===== src/rtl/lsh_pkg.sv =====
package lsh_pkg;

   // Opcode encodings; the decoder relies on these values
   localparam logic [7:0] OPC_NARROW_VAR = 8'hF2;
   localparam logic [7:0] OPC_WIDE_VAR   = 8'hF3;
   localparam logic [7:0] OPC_NARROW_IMM = 8'h72;
   localparam logic [7:0] OPC_WIDE_IMM   = 8'h73;
   localparam logic [2:0] IMM_REG_SEL    = 3'b110;

   typedef enum logic {
      LANE_NARROW = 1'b0,
      LANE_WIDE   = 1'b1
   } lane_sel_e;

   typedef enum logic {
      CNT_FROM_OPERAND = 1'b0,
      CNT_FROM_IMM     = 1'b1
   } cnt_src_e;

   typedef struct packed {
      logic      legal;
      lane_sel_e lane;
      cnt_src_e  src;
   } op_decode_t;

endpackage


===== src/rtl/lsh_decode.sv =====
module lsh_decode
   import lsh_pkg::*;
#(
   parameter logic [7:0] NARROW_VAR = OPC_NARROW_VAR,
   parameter logic [7:0] WIDE_VAR   = OPC_WIDE_VAR,
   parameter logic [7:0] NARROW_IMM = OPC_NARROW_IMM,
   parameter logic [7:0] WIDE_IMM   = OPC_WIDE_IMM,
   parameter logic [2:0] IMM_SEL    = IMM_REG_SEL
) (
   input  logic [7:0] opcode,
   input  logic [2:0] reg_field,
   output op_decode_t dec
);

   always_comb begin
      dec.legal = 1'b0;
      dec.lane  = LANE_NARROW;
      dec.src   = CNT_FROM_OPERAND;
      case (opcode)
         NARROW_VAR: begin
            dec.legal = 1'b1;
         end
         WIDE_VAR: begin
            dec.legal = 1'b1;
            dec.lane  = LANE_WIDE;
         end
         NARROW_IMM: begin
            dec.legal = (reg_field == IMM_SEL);
            dec.src   = CNT_FROM_IMM;
         end
         WIDE_IMM: begin
            dec.legal = (reg_field == IMM_SEL);
            dec.lane  = LANE_WIDE;
            dec.src   = CNT_FROM_IMM;
         end
         default: ;
      endcase
   end

endmodule


===== src/rtl/lsh_count_sel.sv =====
module lsh_count_sel
   import lsh_pkg::*;
#(
   parameter int CNT_W = 64,
   parameter int IMM_W = 8
) (
   input  cnt_src_e           src,
   input  logic [CNT_W-1:0]   count_op,
   input  logic [IMM_W-1:0]   count_imm,
   output logic [CNT_W-1:0]   count_eff
);

   if (IMM_W > CNT_W) begin : g_bad_imm_w
      $error("lsh_count_sel: IMM_W must not exceed CNT_W");
   end

   assign count_eff = (src == CNT_FROM_IMM) ? CNT_W'(count_imm) : count_op;

endmodule


===== src/rtl/lsh_lane_array.sv =====
module lsh_lane_array #(
   parameter int DATA_W     = 64,
   parameter int LANE_W     = 32,
   parameter int CNT_W      = 64,
   parameter bit LOG_BARREL = 1'b1
) (
   input  logic [DATA_W-1:0] data_i,
   input  logic [CNT_W-1:0]  count,
   output logic [DATA_W-1:0] data_o
);

   localparam int LANES = DATA_W / LANE_W;
   localparam int SH_W  = $clog2(LANE_W);

   if (DATA_W % LANE_W != 0) begin : g_bad_split
      $error("lsh_lane_array: DATA_W must be a multiple of LANE_W");
   end
   if ((LANE_W & (LANE_W - 1)) != 0 || LANE_W < 2) begin : g_bad_lane
      $error("lsh_lane_array: LANE_W must be a power of two");
   end
   if (CNT_W <= SH_W) begin : g_bad_cnt
      $error("lsh_lane_array: CNT_W too narrow for LANE_W");
   end

   // Any amount at or above the lane width empties every lane
   logic oversize;
   assign oversize = (count >= CNT_W'(LANE_W));

   for (genvar g = 0; g < LANES; g++) begin : g_lane
      logic [LANE_W-1:0] slice;
      logic [LANE_W-1:0] shifted;

      assign slice = data_i[g*LANE_W +: LANE_W];

      if (LOG_BARREL) begin : g_log
         logic [LANE_W-1:0] stage [SH_W+1];
         assign stage[0] = slice;
         for (genvar s = 0; s < SH_W; s++) begin : g_stage
            assign stage[s+1] = count[s] ? (stage[s] << (1 << s)) : stage[s];
         end
         assign shifted = stage[SH_W];
      end else begin : g_flat
         assign shifted = slice << count[SH_W-1:0];
      end

      assign data_o[g*LANE_W +: LANE_W] = oversize ? '0 : shifted;
   end

endmodule


===== src/rtl/packed_lsh.sv =====
module packed_lsh
   import lsh_pkg::*;
#(
   parameter int DATA_W     = 64,
   parameter int NARROW_W   = 32,
   parameter int WIDE_W     = 64,
   parameter int CNT_W      = 64,
   parameter int IMM_W      = 8,
   parameter bit LOG_BARREL = 1'b1
) (
   input  logic              clk,
   input  logic              rst_n,
   input  logic              in_valid,
   input  logic [7:0]        in_opcode,
   input  logic [2:0]        in_reg_field,
   input  logic [DATA_W-1:0] in_data,
   input  logic [CNT_W-1:0]  in_count,
   input  logic [IMM_W-1:0]  in_imm,
   output logic              out_valid,
   output logic              out_illegal,
   output logic [DATA_W-1:0] result
);

   if (NARROW_W >= WIDE_W) begin : g_bad_order
      $error("packed_lsh: NARROW_W must be smaller than WIDE_W");
   end
   if (WIDE_W > DATA_W) begin : g_bad_wide
      $error("packed_lsh: WIDE_W must not exceed DATA_W");
   end

   op_decode_t        dec;
   logic [CNT_W-1:0]  eff_count;
   logic [DATA_W-1:0] narrow_res;
   logic [DATA_W-1:0] wide_res;
   logic [DATA_W-1:0] next_res;
   logic              accept;

   lsh_decode u_decode (
      .opcode    (in_opcode),
      .reg_field (in_reg_field),
      .dec       (dec)
   );

   lsh_count_sel #(.CNT_W(CNT_W), .IMM_W(IMM_W)) u_count (
      .src       (dec.src),
      .count_op  (in_count),
      .count_imm (in_imm),
      .count_eff (eff_count)
   );

   lsh_lane_array #(
      .DATA_W(DATA_W), .LANE_W(NARROW_W), .CNT_W(CNT_W), .LOG_BARREL(LOG_BARREL)
   ) u_narrow (
      .data_i (in_data),
      .count  (eff_count),
      .data_o (narrow_res)
   );

   lsh_lane_array #(
      .DATA_W(DATA_W), .LANE_W(WIDE_W), .CNT_W(CNT_W), .LOG_BARREL(LOG_BARREL)
   ) u_wide (
      .data_i (in_data),
      .count  (eff_count),
      .data_o (wide_res)
   );

   assign next_res = (dec.lane == LANE_WIDE) ? wide_res : narrow_res;
   assign accept   = in_valid & dec.legal;

   always_ff @(posedge clk or negedge rst_n) begin
      if (!rst_n) begin
         out_valid   <= 1'b0;
         out_illegal <= 1'b0;
         result      <= '0;
      end else begin
         out_valid   <= accept;
         out_illegal <= in_valid & ~dec.legal;
         if (accept) begin
            result <= next_res;
         end
      end
   end

   // the two output flags never rise together
   a_r6_flags_exclusive: assert property (@(posedge clk) disable iff (!rst_n)
      $onehot0({out_valid, out_illegal}));

   // a rejected operation leaves the held result alone
   a_r6_illegal_holds: assert property (@(posedge clk) disable iff (!rst_n)
      out_illegal |-> $stable(result));

   // a flag is only raised for an operation presented one cycle earlier
   a_r7_valid_follows: assert property (@(posedge clk) disable iff (!rst_n)
      (out_valid || out_illegal) |-> $past(in_valid));

   // an idle cycle produces no flag and no change
   a_r8_idle_quiet: assert property (@(posedge clk) disable iff (!rst_n)
      !in_valid |=> (!out_valid && !out_illegal && $stable(result)));

   // oversize amounts clear the result for both lane sizes
   a_r4_wide_oversize: assert property (@(posedge clk) disable iff (!rst_n)
      (accept && dec.lane == LANE_WIDE && eff_count >= CNT_W'(WIDE_W))
      |=> (result == '0));

   a_r4_narrow_oversize: assert property (@(posedge clk) disable iff (!rst_n)
      (accept && dec.lane == LANE_NARROW && eff_count >= CNT_W'(NARROW_W))
      |=> (result == '0));

   // a zero amount passes the operand through unchanged
   a_r5_zero_passes: assert property (@(posedge clk) disable iff (!rst_n)
      (accept && eff_count == '0) |=> (result == $past(in_data)));

endmodule


===== config.mk =====
export PLATFORM = sky130hd
export DESIGN_NAME = packed_lsh
export DESIGN_NICKNAME = d
export VERILOG_FILES = /design/src/rtl/lsh_pkg.sv /design/src/rtl/lsh_decode.sv /design/src/rtl/lsh_count_sel.sv /design/src/rtl/lsh_lane_array.sv /design/src/rtl/packed_lsh.sv
export SDC_FILE = /design/constraint.sdc
export NUM_CORES = 1
export LEC_CHECK = 0
export BUFFER_PORTS_ARGS = -buffer_cell sky130_fd_sc_hd__buf_2
export CAP_MARGIN = 20
export CORE_MARGIN = 2
export CORE_UTILIZATION = 50
export DETAILED_ROUTE_END_ITERATION = 8
export MAX_ROUTING_LAYER = met4
export PLACE_DENSITY = 0.88
export SYNTH_ARGS = -nofsm -noshare
export SYNTH_HDL_FRONTEND = slang
export SYNTH_SLANG_ARGS = --single-unit

===== constraint.sdc =====
create_clock -name clk -period 2.1 [get_ports clk]
set_input_delay 0.105 -clock clk [delete_from_list [all_inputs] [get_ports clk]]
set_output_delay 0.105 -clock clk [all_outputs]
set_load 0.02 [all_outputs]

==> results of run 1 <==
-- logic make-up after synthesis --
logic type / share of synthesized area, %
AO/OA/AOI/OAI: 36.94
multiplexers: 13.19
buffers and inverters: 4.981
AND/OR/NAND/NOR: 23.67
flip-flops: 21.21
-- routing by layer --
metal,overflow,GRT usage (%)
met5,-,-
met4,56,85.81
met3,3,69.52
met2,63,96.36
met1,1,83.17
-- cell usage after synthesis (all sizes together), types with 8 or more instances --
cell type,count
a211oi,34
a21oi,66
nand2,162
nand4,8
and3,29
o21ai,72
dfrtp,66
o211ai,26
a221oi,8
nand2b,26
a311oi,15
o22ai,21
a22oi,15
nor2,47
nor3,17
a2111oi,19
clkbuf,47
a22o,18
mux2,18
buf,37
nand3,46
o22a,13
a221o,8
o221ai,18
nor4,22
a31oi,9
mux2i,73
-- repair_timing --
action / in CTS
hold buffers: 1
buffers inserted: 55
pin swaps: 110
gates cloned: 6
endpoints found under the setup margin: 64
gates resized for setup: 312
endpoints found under the hold margin: 18
-- metrics by stage --
| step | hold WS [ns] | cells | instance area, um2 | TNS, ns | setup slack (ns) |
|---|---|---|---|---|---|
| 2_1_floorplan | -0.1906 | 1036 | 7983 | -5.995 | -0.2977 |
| 3_3_place_gp | 0.3222 | 1664 | 11320 | -38.40 | -0.7761 |
| 3_5_place_dp | 0.3357 | 1664 | 11320 | -46.17 | -0.9259 |
| 4_1_cts | 0.06323 | 1735 | 13520 | -9.498 | -0.3323 |
==> impl_metrics.prom, run 1 <==
# TYPE chip_impl_metric gauge
chip_impl_metric{name="synth_area_per_cell",unit="um2"} 7.516
chip_impl_metric{name="number_of_global_route_vias_before_repair",unit=""} 16291
chip_impl_metric{name="gr_ovfl_total",unit=""} 123
chip_impl_info{name="status",value="aborted with a tool error"} 1
chip_impl_info{name="synth_largest_area_cell",value="sky130_fd_sc_hd__dfrtp_1"} 1
chip_impl_metric{name="synth-seq-cells",unit=""} 66
chip_impl_metric{name="floorplan.io_pins",unit=""} 216
chip_impl_metric{name="cts-buffers-inserted",unit=""} 9
chip_impl_metric{name="htree_num_levels",unit=""} 3
chip_impl_metric{name="syn-instance-count",unit=""} 1036
chip_impl_metric{name="maximum_number_of_pins_on_one_net_before_global_route_repair",unit=""} 67
chip_impl_metric{name="mappedNetlistNets",unit=""} 1186
chip_impl_metric{name="clk_path_buf_depth",unit=""} 2
chip_impl_info{name="top_area_cells_in_the_synthesized_netlist",value="sky130_fd_sc_hd__dfrtp_1 21%, sky130_fd_sc_hd__mux2i_1 9.4%, sky130_fd_sc_hd__nand2_1 7.8%"} 1
chip_impl_metric{name="place_congestion",unit=""} 1.319
chip_impl_metric{name="grt_util_all_layers",unit="%"} 84.41
chip_impl_metric{name="hpwl",unit="um"} 32800
chip_impl_metric{name="port-buffer-count",unit=""} 215
chip_impl_metric{name="area_fraction_of_the_dominant_cell_type_after_synthesis",unit="%"} 21.21
chip_impl_info{name="failed_stage",value="global routing (5_1_grt)"} 1
chip_impl_metric{name="die-height",unit="um"} 128.8
chip_impl_metric{name="synth_enable_flop_cells",unit=""} 0
chip_impl_metric{name="fp-row-count",unit=""} 45
chip_impl_metric{name="fraction_of_registers_with_async_set_reset",unit="%"} 100.0
chip_impl_metric{name="synth-seq-area-share",unit="%"} 21.21
chip_impl_metric{name="clock_sinks",unit=""} 66
chip_impl_metric{name="die_w",unit="um"} 128.8
chip_impl_info{name="ctsRootBufferMaster",value="sky130_fd_sc_hd__clkbuf_16"} 1
chip_impl_metric{name="grt_first_pass_wirelength",unit="um"} 103100
chip_impl_metric{name="syn-cell-area",unit="um2"} 7786
chip_impl_metric{name="ys_types",unit=""} 76
chip_impl_metric{name="start_util",unit="%"} 51.22
chip_impl_metric{name="yosys_warnings",unit=""} 0
chip_impl_info{name="ys_dominant_reg_cell",value="sky130_fd_sc_hd__dfrtp_1"} 1
chip_impl_info{name="firstError",value="[ERROR GRT-0116] Global routing finished with congestion. Check the congestion regions in the DRC Viewer."} 1
==> inputs of run 2 (changes only) <==
- CORE_UTILIZATION: 50 -> 35
- MAX_ROUTING_LAYER: met4 -> not set
- PLACE_DENSITY: 0.88 -> not set
- PLACE_DENSITY_LB_ADDON: not set -> 0.15
==> run 2 against run 1 <==
Effect of this change:
- the flow now finishes, with violations (negative setup slack)
- synthesized cell count unchanged
- synthesized area did not move
==> impl_metrics.prom, run 2 <==
# TYPE chip_impl_metric gauge
chip_impl_metric{name="fp.dieArea",unit="um2"} 23450
chip_impl_metric{name="start_util",unit="%"} 35.68
chip_impl_metric{name="timing.final.setup_violations",unit=""} 59
chip_impl_metric{name="critical_path_peak_fanout",unit=""} 6
chip_impl_metric{name="placement.cell_area",unit="um2"} 11890
chip_impl_metric{name="multi_input_area",unit="um2"} 7918
chip_impl_metric{name="clk_path_buf_depth",unit=""} 2
chip_impl_info{name="rsz0062_at_grt",value="true"} 1
chip_impl_metric{name="first_iter_violations",unit=""} 1702
chip_impl_metric{name="final_nets",unit=""} 1780
chip_impl_metric{name="area_fraction_of_the_dominant_cell_type_after_synthesis",unit="%"} 21.21
chip_impl_metric{name="place_congestion",unit=""} 1.117
chip_impl_metric{name="htree_num_levels",unit=""} 3
chip_impl_metric{name="syn-cell-area",unit="um2"} 7786
chip_impl_metric{name="fraction_of_registers_with_async_set_reset",unit="%"} 100.0
chip_impl_metric{name="hpwl",unit="um"} 34130
chip_impl_info{name="status",value="complete, but fails checks"} 1
chip_impl_metric{name="antenna_found_initial",unit=""} 0
chip_impl_metric{name="timing_max_transition_violations_final",unit=""} 0
chip_impl_metric{name="clock_sinks",unit=""} 66
chip_impl_info{name="ys_dominant_reg_cell",value="sky130_fd_sc_hd__dfrtp_1"} 1
chip_impl_info{name="crit_path_start_kind",value="input pin"} 1
chip_impl_info{name="synth_largest_area_cell",value="sky130_fd_sc_hd__dfrtp_1"} 1
chip_impl_metric{name="flip_flop_count_of_the_largest_register_after_layout",unit=""} 64
chip_impl_metric{name="total_via_count_after_detailed_routing",unit=""} 12433
chip_impl_info{name="layout_top_registers",value="result x64, out_illegal x1, out_valid x1"} 1
chip_impl_metric{name="finalClockSkew",unit="ns"} 0
chip_impl_metric{name="drv_cap",unit=""} 0
chip_impl_info{name="cpMaxStageDelayCell",value="sky130_fd_sc_hd__a222oi_1"} 1
chip_impl_metric{name="worst_pin_slew",unit="ns"} 0.5980
chip_impl_metric{name="tns",unit="ns"} -13.47
chip_impl_metric{name="drt-vias-per-instance",unit=""} 6.489
chip_impl_info{name="post_synth_most_frequent_cells",value="161 x sky130_fd_sc_hd__nand2_1, 73 x sky130_fd_sc_hd__mux2i_1, 68 x sky130_fd_sc_hd__o21ai_0"} 1
chip_impl_metric{name="synth-seq-area-share",unit="%"} 21.21
chip_impl_metric{name="design.core.area",unit="um2"} 21820
chip_impl_metric{name="power-per-cell-area",unit="nW/um2"} 391.9
chip_impl_metric{name="syn-instance-count",unit=""} 1036
chip_impl_metric{name="antenna_violating_nets_post_route",unit=""} 0
chip_impl_metric{name="fraction_of_layout_cells_with_a_size_suffix_above_1",unit="%"} 61.65
chip_impl_info{name="synth_most_common_cell",value="sky130_fd_sc_hd__nand2_1"} 1
chip_impl_metric{name="rrSetupSlack",unit="ns"} 1.19
chip_impl_metric{name="finalInstanceArea",unit="um2"} 15480
chip_impl_metric{name="vdd.ir_drop.worst",unit="mV"} 0.3139
chip_impl_metric{name="grt_first_pass_wirelength",unit="um"} 69700
chip_impl_metric{name="port-buffer-count",unit=""} 215
chip_impl_info{name="commonest_non_fill_non_tap_cell_in_the_layout",value="sky130_fd_sc_hd__buf_4"} 1
chip_impl_info{name="ctsRootBufferMaster",value="sky130_fd_sc_hd__clkbuf_16"} 1
chip_impl_metric{name="dpl_worst_slack",unit="ns"} -0.9478
chip_impl_metric{name="number_of_global_route_vias_before_repair",unit=""} 11885
chip_impl_metric{name="maximum_number_of_pins_on_one_net_before_global_route_repair",unit=""} 44
chip_impl_metric{name="synth-seq-cells",unit=""} 66
chip_impl_info{name="clock_tree_from_tritoncts",value="done"} 1
chip_impl_metric{name="cts-buffers-inserted",unit=""} 9
chip_impl_metric{name="grt_util_all_layers",unit="%"} 38.02
chip_impl_metric{name="synth_area_per_cell",unit="um2"} 7.516
chip_impl_metric{name="fmax",unit="MHz"} 397.9
chip_impl_metric{name="die-height",unit="um"} 153.2
chip_impl_metric{name="cp.required",unit="ns"} 2.32
chip_impl_info{name="failed_checks",value="negative setup slack"} 1
chip_impl_metric{name="synth_enable_flop_cells",unit=""} 0
chip_impl_metric{name="worst_skew_pair.late_latency",unit="ns"} 0.34
chip_impl_metric{name="ys_types",unit=""} 76
chip_impl_metric{name="drt_pre_antenna_iters",unit=""} 6
chip_impl_metric{name="flow.area_growth_from_synthesis",unit="%"} 98.76
chip_impl_metric{name="wl",unit="um"} 48790
chip_impl_metric{name="fp-row-count",unit=""} 54
chip_impl_info{name="layout.cells.most_common_list",value="336 x sky130_fd_sc_hd__buf_4, 215 x sky130_fd_sc_hd__buf_2, 127 x sky130_fd_sc_hd__nand2_1"} 1
chip_impl_metric{name="report.final.hold_viol_count",unit=""} 0
chip_impl_metric{name="timing.final.crit_period",unit="ns"} 2.513
chip_impl_info{name="setup.worst_path.end_class",value="register"} 1
chip_impl_metric{name="die_w",unit="um"} 153.2
chip_impl_metric{name="yosys_warnings",unit=""} 0
chip_impl_metric{name="floorplan.io_pins",unit=""} 216
chip_impl_info{name="max_flop_register",value="result"} 1
chip_impl_metric{name="drc",unit=""} 0
chip_impl_metric{name="clock_slew_at_the_register_clock_pins_of_the_worst_setup_and_hold_paths",unit="ns"} 0.05
chip_impl_info{name="holdCritPathClass",value="input pin to register"} 1
chip_impl_metric{name="finalCritPeriodShare",unit="%"} 119.7
chip_impl_info{name="crit_path_cell_trace",value="buf_6 -> and4bb_4 -> nand4_1 -> nand2_2 -> buf_12 -> mux2_4 -> a222oi_1 -> buf_4 -> mux2i_4 -> nand3_1 -> o211ai_1 -> o32a_1"} 1
chip_impl_metric{name="worst_slew_margin_rel",unit="%"} 60.14
chip_impl_metric{name="mappedNetlistNets",unit=""} 1186
chip_impl_metric{name="slowest_delay",unit="ns"} 0.47
chip_impl_info{name="timing_worst_setup_path_type",value="input pin to register"} 1
chip_impl_metric{name="routed_wire_length_per_instance",unit="um"} 25.46
chip_impl_metric{name="filler_cell_count",unit=""} 1666
chip_impl_metric{name="cp.arrival",unit="ns"} 2.73
chip_impl_metric{name="worst_hold_slack",unit="ns"} 0.07542
chip_impl_info{name="top_area_cells_in_the_synthesized_netlist",value="sky130_fd_sc_hd__dfrtp_1 21%, sky130_fd_sc_hd__mux2i_1 9.4%, sky130_fd_sc_hd__nand2_1 7.8%"} 1
chip_impl_metric{name="final_critical_path_setup_slack",unit="ns"} -0.4131
chip_impl_metric{name="gr_ovfl_total",unit=""} 0
chip_impl_metric{name="seq_area",unit="um2"} 1652
chip_impl_metric{name="leakagePower",unit="nW"} 6.829
==> run 2: cell counts after synthesis <==
Identical to the previous run, type by type.
==> run 2: power breakdown <==
part	total, W	leakage [nW]	switching [W]	internal (W)
clock	0.00139	0.127	0.000555	0.000831
sequential	0.00131	0.914	0.0000146	0.00130
combinational	0.00337	5.79	0.00179	0.00157
==> run 2: path summary, 6_finish.rpt <==
| path | from | end | cells after the start |
|---|---|---|---|
| worst max-delay path | in_opcode[3] | result[45] | 12 |
| worst min-delay path | in_valid | out_illegal | 2 |
| worst max register to register | result[52] | result[52] | 1 |
| worst min register to register | result[14] | result[14] | 2 |
| max in group asynchronous | rst_n | result[34] | 3 |
| min in group asynchronous | rst_n | result[31] | 2 |
==> run 2: cell type report <==
| cell class | instances | share of cell area, % |
|---|---|---|
| multi-input combinational | 881 | 51.16 |
| inverter | 5 | 0.1213 |
| tap | 280 | 2.264 |
| antenna | 1 | 0.01617 |
| timing repair buffer | 667 | 34.04 |
| clock buffer | 14 | 1.641 |
| clock inverter | 2 | 0.08085 |
| sequential | 66 | 10.67 |
==> run 2: stage by stage <==
step / total power (W) / cells / util, %
3_5_place_dp: 0.003610 / 1804 / 54.47
3_3_place_gp: 0.003608 / 1804 / 54.47
2_1_floorplan: 0.002345 / 1036 / -
6_report: 0.006066 / 1916 / 70.91
4_1_cts: 0.005586 / 1879 / 65.39
5_1_grt: 0.006235 / 1915 / 70.90
==> run 2: critical path, delay by kind of cell <==
family	cells	cell delay, ns
multiplexers	2	0.40
AND/OR/NAND/NOR	4	0.94
buffers and inverters	3	0.45
AO/OA/AOI/OAI	3	0.84
==> run 2: timing repair <==
action / CTS / global route
endpoints found under the hold margin: 23 / 0
resized for setup: 367 / 191
hold buffers: 1 / 0
endpoints found under the setup margin: 64 / 64
pin swaps: 111 / 110
cloned: 7 / 1
setup buffers: 59 / 47
==> run 2: kinds of logic (layout without fill, tap and decap cells) <==
logic type / count (synthesis) / in the layout / share of synthesized area, %
muxes: 95 / 95 / 13.19
AOI/OAI and AO/OA: 403 / 403 / 36.94
buffers and inverters: 89 / 688 / 4.981
and+or+nand+nor: 383 / 383 / 23.67
other: 0 / 1 / 0
DFF: 66 / 66 / 21.21
==> run 2: per-layer routing <==
layer  wire length, um  vias to the layer above  track usage, %
met5                 0                        -               0
met2             21590                     1020           59.91
met4              3108                        0           18.78
met1             18090                     5849           48.33
met3              5998                      263           9.838
li1                  -                     5301               -
(Power assumes the default switching activity.)
